==> config.mk <==
export PLATFORM = sky130hd
export DESIGN_NAME = seg_addr_gen
export DESIGN_NICKNAME = d
export VERILOG_FILES = /design/src/rtl/ea_pkg.sv /design/src/rtl/ea_offset.sv /design/src/rtl/ea_segsel.sv /design/src/rtl/ea_phys.sv /design/src/rtl/seg_addr_gen.sv
export SDC_FILE = /design/constraint.sdc
export NUM_CORES = 1
export LEC_CHECK = 0
export CORE_UTILIZATION = 25
export DETAILED_ROUTE_END_ITERATION = 8
export DONT_BUFFER_PORTS = 1
export PLACE_DENSITY = 0.43
export REMOVE_ABC_BUFFERS = 1
export SETUP_SLACK_MARGIN = 0.05
export SLEW_MARGIN = 15
export SYNTH_ARGS = -nofsm -noshare
export SYNTH_HDL_FRONTEND = slang
export SYNTH_SLANG_ARGS = --single-unit
==> constraint.sdc <==
create_clock -name clk -period 14 [get_ports clk]
set_input_delay 0.7 -clock clk [delete_from_list [all_inputs] [get_ports clk]]
set_output_delay 0.7 -clock clk [all_outputs]
set_load 0.02 [all_outputs]
==> src/rtl/ea_pkg.sv <==
package ea_pkg;
  localparam int OFF_W   = 16;
  localparam int SEG_SH  = 4;
  localparam int PA_W    = OFF_W + SEG_SH;
  localparam int NPTR    = 4;

  typedef enum logic [1:0] {
    SEG_ES = 2'd0,
    SEG_CS = 2'd1,
    SEG_SS = 2'd2,
    SEG_DS = 2'd3
  } seg_code_t;

  typedef enum logic [1:0] {
    DSZ_NONE = 2'd0,
    DSZ_BYTE = 2'd1,
    DSZ_WORD = 2'd2,
    DSZ_RSVD = 2'd3
  } dsz_t;

  // displacement widened to offset width
  function automatic logic [OFF_W-1:0] widen_disp(input logic [1:0] dsz,
                                                  input logic [OFF_W-1:0] d);
    case (dsz)
      DSZ_BYTE: widen_disp = {{(OFF_W-8){d[7]}}, d[7:0]};
      DSZ_WORD: widen_disp = d;
      default:  widen_disp = '0;
    endcase
  endfunction

  // segment scaled and added to offset, wrapping at PA_W bits
  function automatic logic [PA_W-1:0] seg_plus_off(input logic [OFF_W-1:0] seg,
                                                   input logic [OFF_W-1:0] off);
    seg_plus_off = {seg, {SEG_SH{1'b0}}} + {{SEG_SH{1'b0}}, off};
  endfunction
endpackage

==> src/rtl/ea_offset.sv <==
module ea_offset
  import ea_pkg::*;
(
  input  logic [NPTR-1:0]             mask,
  input  logic [1:0]                  dsz,
  input  logic [OFF_W-1:0]            disp,
  input  logic [NPTR-1:0][OFF_W-1:0]  ptrs,
  output logic [OFF_W-1:0]            off,
  output logic                        combo_bad
);
  logic [NPTR-1:0][OFF_W-1:0] term;

  genvar g;
  generate
    for (g = 0; g < NPTR; g++) begin : g_term
      assign term[g] = mask[g] ? ptrs[g] : '0;
    end
  endgenerate

  // mask layout: [3] BX, [2] BP, [1] SI, [0] DI
  assign combo_bad = (mask[3] & mask[2]) | (mask[1] & mask[0]) | (dsz == DSZ_RSVD);

  always_comb begin
    off = widen_disp(dsz, disp);
    for (int i = 0; i < NPTR; i++) off = off + term[i];
  end
endmodule

==> src/rtl/ea_segsel.sv <==
module ea_segsel
  import ea_pkg::*;
(
  input  logic             uses_bp,
  input  logic             ovr_en,
  input  logic [1:0]       ovr_sel,
  input  logic [OFF_W-1:0] s_es,
  input  logic [OFF_W-1:0] s_cs,
  input  logic [OFF_W-1:0] s_ss,
  input  logic [OFF_W-1:0] s_ds,
  output logic [1:0]       code,
  output logic [OFF_W-1:0] value
);
  logic [1:0] dflt;
  assign dflt = uses_bp ? SEG_SS : SEG_DS;
  assign code = ovr_en ? ovr_sel : dflt;

  always_comb begin
    case (code)
      SEG_ES:  value = s_es;
      SEG_CS:  value = s_cs;
      SEG_SS:  value = s_ss;
      default: value = s_ds;
    endcase
  end
endmodule

==> src/rtl/ea_phys.sv <==
module ea_phys
  import ea_pkg::*;
(
  input  logic [OFF_W-1:0] seg,
  input  logic [OFF_W-1:0] off,
  output logic [PA_W-1:0]  pa
);
  assign pa = seg_plus_off(seg, off);
endmodule

==> src/rtl/seg_addr_gen.sv <==
module seg_addr_gen
  import ea_pkg::*;
(
  input  logic              clk,
  input  logic              rst_n,
  input  logic              req_valid,
  input  logic [3:0]        reg_mask,
  input  logic [1:0]        disp_size,
  input  logic [15:0]       disp,
  input  logic [15:0]       ptr_bx,
  input  logic [15:0]       ptr_bp,
  input  logic [15:0]       ptr_si,
  input  logic [15:0]       ptr_di,
  input  logic [15:0]       seg_es,
  input  logic [15:0]       seg_cs,
  input  logic [15:0]       seg_ss,
  input  logic [15:0]       seg_ds,
  input  logic              ovr_en,
  input  logic [1:0]        ovr_sel,
  output logic              out_valid,
  output logic              illegal,
  output logic [15:0]       eff_off,
  output logic [1:0]        seg_used,
  output logic [19:0]       phys_addr
);
  logic [NPTR-1:0][OFF_W-1:0] ptr_vec;
  logic [OFF_W-1:0] off_w;
  logic             combo_bad_w;
  logic [1:0]       seg_code_w;
  logic [OFF_W-1:0] seg_val_w;
  logic [PA_W-1:0]  pa_w;
  logic             accept_w;
  logic             reject_w;

  assign ptr_vec = {ptr_bx, ptr_bp, ptr_si, ptr_di};

  ea_offset u_off (
    .mask(reg_mask), .dsz(disp_size), .disp(disp), .ptrs(ptr_vec),
    .off(off_w), .combo_bad(combo_bad_w)
  );

  ea_segsel u_seg (
    .uses_bp(reg_mask[2]), .ovr_en(ovr_en), .ovr_sel(ovr_sel),
    .s_es(seg_es), .s_cs(seg_cs), .s_ss(seg_ss), .s_ds(seg_ds),
    .code(seg_code_w), .value(seg_val_w)
  );

  ea_phys u_pa (.seg(seg_val_w), .off(off_w), .pa(pa_w));

  assign accept_w = req_valid & ~combo_bad_w;
  assign reject_w = req_valid &  combo_bad_w;

  always_ff @(posedge clk) begin
    if (!rst_n) begin
      out_valid <= 1'b0;
      illegal   <= 1'b0;
      eff_off   <= '0;
      seg_used  <= '0;
      phys_addr <= '0;
    end else begin
      out_valid <= accept_w;
      illegal   <= reject_w;
      if (accept_w) begin
        eff_off   <= off_w;
        seg_used  <= seg_code_w;
        phys_addr <= pa_w;
      end
    end
  end

  // port-level legality, stated independently of the offset unit
  logic legal_req;
  assign legal_req = req_valid && !(reg_mask[3] && reg_mask[2]) &&
                     !(reg_mask[1] && reg_mask[0]) && (disp_size != 2'd3);

  p_flags_excl_r6: assert property (@(posedge clk) disable iff (!rst_n)
    $onehot0({out_valid, illegal}));

  p_hold_on_reject_r6: assert property (@(posedge clk) disable iff (!rst_n)
    (req_valid && reg_mask[3] && reg_mask[2]) |=> (illegal && $stable(phys_addr) && $stable(eff_off)));

  p_rsvd_size_r7: assert property (@(posedge clk) disable iff (!rst_n)
    (req_valid && disp_size == 2'd3) |=> (illegal && !out_valid));

  p_bp_stack_r4: assert property (@(posedge clk) disable iff (!rst_n)
    (legal_req && !ovr_en && reg_mask[2]) |=> (seg_used == 2'd2));

  p_data_default_r4: assert property (@(posedge clk) disable iff (!rst_n)
    (legal_req && !ovr_en && !reg_mask[2]) |=> (seg_used == 2'd3));

  p_override_r5: assert property (@(posedge clk) disable iff (!rst_n)
    (legal_req && ovr_en) |=> (seg_used == $past(ovr_sel)));

  p_direct_r8: assert property (@(posedge clk) disable iff (!rst_n)
    (legal_req && reg_mask == 4'd0 && disp_size == 2'd2) |=> (eff_off == $past(disp)));

  p_idle_hold_r9: assert property (@(posedge clk) disable iff (!rst_n)
    !req_valid |=> (!out_valid && !illegal && $stable(phys_addr) && $stable(seg_used)));
endmodule

==> results.txt, run 1 <==
cell family with most CP delay - adder cells
DPL Wire Length - 10.96 mm
total gr overflow - 0
post-place setup slack - 7.086 ns
Die Y - 140.3 um
final setup violation count - 0
Synth Warn # - 0
router iterations before antenna repair - 4
post-synthesis mux area share - 0.04733
Final Hold Vio Count - 0
VDD IR-drop max - 49.05 uV
CP Max Fanout - 9
Clock Sinks - 36
RD Place Congestion - 0.7688
Post-Synth XOR/XNOR Area - 0.05701
vias in the first global route - 3949
Worst Path Arrival - 6.72 ns
Synth area leaders - fa_1 (19%), dfxtp_1 (15%), nand2_1 (8.6%)
Power Dens Cells - 158.4 nW/um^2
nets - 806
most frequent CP cell - fa_1
CTS root buf - clkbuf_16
Period minus WS final - 6.552 ns
Clock Skew - 0 ns
Rows - 50
Final TNS setup - 0 ns
CP cell instances - inv_1 > ha_1 > nor2_1 > and2_1 > fa_1 > inv_1 > fa_1 > fa_1 > inv_1 > ha_1 > fa_1 > a21o_2 > a21oi_1 > xnor2_1 > fa_1 > a21o_1 > a21o_1 > a21o_1 > a21o_1 > a41oi_1 > o21ai_1 > a31oi_1 > or3_1 > nand3_1
Layout area overhead - 6.930%
max-slew violations - 0
most frequent cells after synthesis - nand2_1 (110), inv_1 (60), and2_1 (55), fa_1 (45), dfxtp_1 (36)
sequential power share - 0.215
Slowest-stage cell, CP - fa_1
register area share after synthesis - 0.1506
largest stage delay on the critical path - 0.49 ns
I/O Pins - 196
post-synthesis simple-gate area fraction - 0.2142
Post-synth EDFFs - 0
synthesized flop and latch total - 36
P_leak - 2.309 nW
chip width - 140.3 um
CTS tree - yes
routed length per instance - 16.12 um
post-synth top area share - 0.1883
setup ws final - 7.448 ns
Adder-Cell Fraction of Synth Area - 0.2667
Routed WL - 13.06 mm
Iter 0 DRT Violations - 110
total power - 0.8102 mW
share of post-route cells with drive strength above 1 - 0.04514
period utilization - 0.4680
post-synthesis instance area - 4785 sq um
die area - 19700 sq um
cts bufs inserted - 5
P_int - 0.4395 mW
Logic pwr share - 0.628
crit path kind - input port to register
Switch Pwr - 0.3707 mW
CP Buf/Inv Count - 3
worst endpoint required time - 14.17 ns
Synth Area per Inst - 8.014 sq um
Starting Density - 0.2558
DRC Markers - 0
Worst setup EP type - register
Post-Syn Instances - 597
main combinational cell family by area after synthesis - adder cells
initial antenna violation count - 0
unrepaired setup endpoints after global routing - false
Critical Path Start Type - input port
core box area - 18710 sq um
post-synth cell types - 58
Fmax - 0.1526 GHz
Sw Ratio - 0.4576
status - finished, final reports clean
ANT nets after route - 0
worst hold path type - input port to register
Clock transition at path regs - 0.06 ns
n_diodes - 0
first-pass GRT wire length - 20.55 mm
CTS H-tree depth - 2
clk buf depth - 2
cell taking the most area after synthesis - fa_1
post-CTS resize count - 0
Global Route Usage Sum - 0.1329
max cap viols - 0
top_reg_cell synth - dfxtp_1
IO buf count - 0
Post-CTS Hold Buffers - 0
asr flop ratio synth - 0
pin count of the biggest net entering global routing - 37
clock power share - 0.157
top-count cell post-synth - nand2_1
Worst-Skew Late Latency - 0.28 ns
worst slew pin tran - 0.6545 ns
vias per cell - 4.737
Synth Area in Compound Gates - 0.1857
setup repair bufs after CTS - 0
Via Count - 3837
worst rel slew slack - 0.5636
logic make-up after synthesis:
family,Yosys count
XOR/XNOR,28
buffers and inverters,92
AND/OR/NAND/NOR,215
AO/OA/AOI/OAI,129
adder cells (fa/ha/maj),75
flip-flops,36
multiplexers,22
power groups by stage:
stage               Sequential, mW  Combinational, mW  Clock (mW)
global route                 0.177              0.581       0.135
CTS                          0.176              0.516       0.132
floorplan                    0.167              0.414           0
finish                       0.174              0.509       0.127
detailed placement           0.178              0.511           0
global placement             0.178              0.504           0
final cells by class:
cell class / instances / area (sq um)
clock inverters: 2 / 35.03
flip-flops and latches: 36 / 720.7
repair buffers: 3 / 22.52
multi-input cells: 469 / 3691
fillers: 2013 / 13590
clock buffers: 6 / 128.9
inverters: 60 / 225.2
well taps: 234 / 292.8
routing by layer:
| metal | vias to the layer above | part of all wire | global-route usage |
|---|---|---|---|
| met5 | - | 0 | 0 |
| met4 | 0 | 0.013 | 0.03470 |
| met3 | 9 | 0.062 | 0.02496 |
| met2 | 147 | 0.47 | 0.2271 |
| met1 | 1763 | 0.46 | 0.1708 |
| li1 | 1918 | - | - |
worst register-to-register path: cells and delay by family (launching register included):
family	cells	cell delay, ns
DFF	1	0.39
muxes	1	0.28
and+or+nand+nor	1	0.15
state kept, by name, summed over array words and instances (netlist names):
register   flops
illegal        1
eff_off       16
seg_used       2
phys_addr     16
out_valid      1
metrics by stage:
stage	cell area (sq um)	hold slack, ns	utilization	instances
after floorplan	4634	0.5408	-	565
after global placement	4952	0.5658	0.2647	802
after detailed placement	4952	0.5639	0.2647	802
after CTS	5116	0.5178	0.2735	810
after global routing	5116	0.5199	0.2735	810
final	5116	0.5270	0.2735	810
cell usage in the layout (no fill, tap or decap), types with 5 or more instances in the layout:
cell type,Yosys,routed
o21ai_0,30,30
ha_1,30,30
dfxtp_1,36,36
nand3_1,8,8
a21boi_0,17,17
a21o_1,13,13
a21oi_1,23,23
fa_1,45,45
and2_1,55,55
xnor2_1,22,22
mux2_2,5,5
clkbuf_16,0,5
inv_1,60,60
nand2_1,110,110
mux2i_1,17,17
nor2_1,17,17
path summary, 6_finish.rpt:
kind                            depth (start not counted)    startpoint            end  slack (ns)
worst min-delay path                                    2     req_valid        illegal        0.53
worst max register to register                          2   eff_off[13]    eff_off[13]       13.08
worst min register to register                          2    eff_off[4]     eff_off[4]        0.56
worst max-delay path                                   24  disp_size[0]  phys_addr[16]        7.45
(Power assumes the default switching activity.)
==> run 2, diff against run 1 <==
clock period = 6.32 ns   (was 14 ns; I/O delays follow)
==> results.txt, run 2 (synthesized netlist as in run 1, its figures left out) <==
Clock transition at path regs - 0.06 ns
initial antenna violation count - 0
worst r2r dst - eff_off[13]
share of post-route cells with drive strength above 1 - 0.04844
Layout area overhead - 6.773%
CP Max Fanout - 8
filler instances - 2005
routed length per instance - 16.17 um
RD Place Congestion - 0.7638
Rows - 50
Final Hold Vio Count - 0
ANT nets after route - 0
n_diodes - 0
Routed WL - 13.13 mm
Top Registers - eff_off: 16 flops, phys_addr: 16 flops, seg_used: 2 flops
DRC Markers - 0
worst hold path type - input port to register
post-route cell area - 5109 sq um
M2 GR Usage - 0.2376
setup repair bufs after CTS - 0
unrepaired setup endpoints after global routing - false
cell family with most CP delay - adder cells
Worst Path Arrival - 5.98 ns
nets - 809
worst rel slew slack - 0.5637
total gr overflow - 0
post-CTS resize count - 0
die area - 19700 sq um
status - finished, final reports clean
CTS H-tree depth - 2
Iter 0 DRT Violations - 138
cts bufs inserted - 5
Period minus WS final - 5.784 ns
vias per cell - 4.739
Hold Startpoint - req_valid
Reg2Reg Depth - 2
commonest non-fill, non-tap cell in the layout - nand2_1
Clock Sinks - 36
P_leak - 2.310 nW
R2R Path Start - eff_off[13]
Logic pwr share - 0.647
Critical Path Start Type - input port
Post-CTS Hold Buffers - 0
Starting Density - 0.2558
final hold slack - 0.1453 ns
crit path kind - input port to register
hold worst-path end - illegal
sequential power share - 0.219
vias in the first global route - 4025
core box area - 18710 sq um
hold depth - 2
GR Util met1 - 0.1673
IO buf count - 0
Global Route Usage Sum - 0.1337
M3 GR Usage - 0.02496
Via Count - 3848
VDD IR-drop max - 92.50 uV
most frequent cells in the layout - nand2_1 (110), inv_1 (60), and2_1 (55), fa_1 (45), dfxtp_1 (36)
Die Y - 140.3 um
I/O Pins - 196
max-slew violations - 0
final setup violation count - 0
Sw Ratio - 0.4684
CP Buf/Inv Count - 4
CTS root buf - clkbuf_16
most frequent CP cell - fa_1
worst endpoint required time - 6.51 ns
DPL Wire Length - 11.01 mm
Post-DP Area - 4975 sq um
Worst-Skew Late Latency - 0.28 ns
clk buf depth - 2
R2R Setup Slk - 5.41 ns
worst slew pin tran - 0.6528 ns
Fmax - 0.1729 GHz
first-pass GRT wire length - 20.76 mm
CTS tree - yes
clock power share - 0.134
pin count of the biggest net entering global routing - 37
max cap viols - 0
total power - 1.756 mW
P_int - 0.9333 mW
period utilization - 0.9152
router iterations before antenna repair - 4
Clock Skew - 0 ns
GR peak layer - met2
Final TNS setup - 0 ns
Switch Pwr - 0.8224 mW
Power Dens Cells - 343.7 nW/um^2
chip width - 140.3 um
Slowest-stage cell, CP - fa_1
largest stage delay on the critical path - 0.49 ns
Worst setup EP type - register
run 2: cell count changes in the layout (fill, tap and decap cells not counted), sizes merged:
cell / previous run / this run
bufinv: 1 / 0
buf: 3 / 6
run 2: layer usage:
| metal | vias up | routed length, um |
|---|---|---|
| met3 | 7 | 889 |
| met5 | - | 0 |
| li1 | 1924 | - |
| met1 | 1776 | 5973 |
| met4 | 0 | 106 |
| met2 | 141 | 6157 |
run 2: power by group through the flow:
stage,logic (mW),registers [mW],clock network [mW]
6_report,1.14,0.385,0.235
3_3_place_gp,1.12,0.394,0
3_5_place_dp,1.13,0.395,0
4_1_cts,1.14,0.390,0.247
2_1_floorplan,0.918,0.369,0
5_1_grt,1.29,0.393,0.254
run 2: area by class of cell:
class | instances | area, sq um | area share
multi-input combinational | 469 | 3691 | 0.7225
tap | 234 | 292.8 | 0.05731
clock buffer | 6 | 128.9 | 0.02523
sequential | 36 | 720.7 | 0.1411
clock inverter | 1 | 5.005 | 0.0009797
timing repair buffer | 6 | 45.04 | 0.008817
inverter | 60 | 225.2 | 0.04409
run 2: per-stage QoR:
step                      setup WS [ns]  instances    util
after global placement           0.2804        805  0.2660
after global routing            0.09463        812  0.2731
final                            0.5359        812  0.2731
after floorplan                  0.4920        565       -
after detailed placement         0.2159        805  0.2660
after CTS                        0.5203        812  0.2731
run 2: how the worst max path moves through the flow:
stage | from | endpoint | slack (ns) | cells after the start
2_1_floorplan | disp_size[0] | phys_addr[16] | 0.49 | 24
3_3_place_gp | disp_size[0] | phys_addr[16] | 0.28 | 26
3_5_place_dp | disp_size[0] | phys_addr[16] | 0.22 | 26
4_1_cts | disp_size[0] | phys_addr[16] | 0.52 | 26
5_1_grt | disp_size[0] | phys_addr[19] | 0.09 | 26
6_report | disp_size[0] | phys_addr[19] | 0.54 | 26
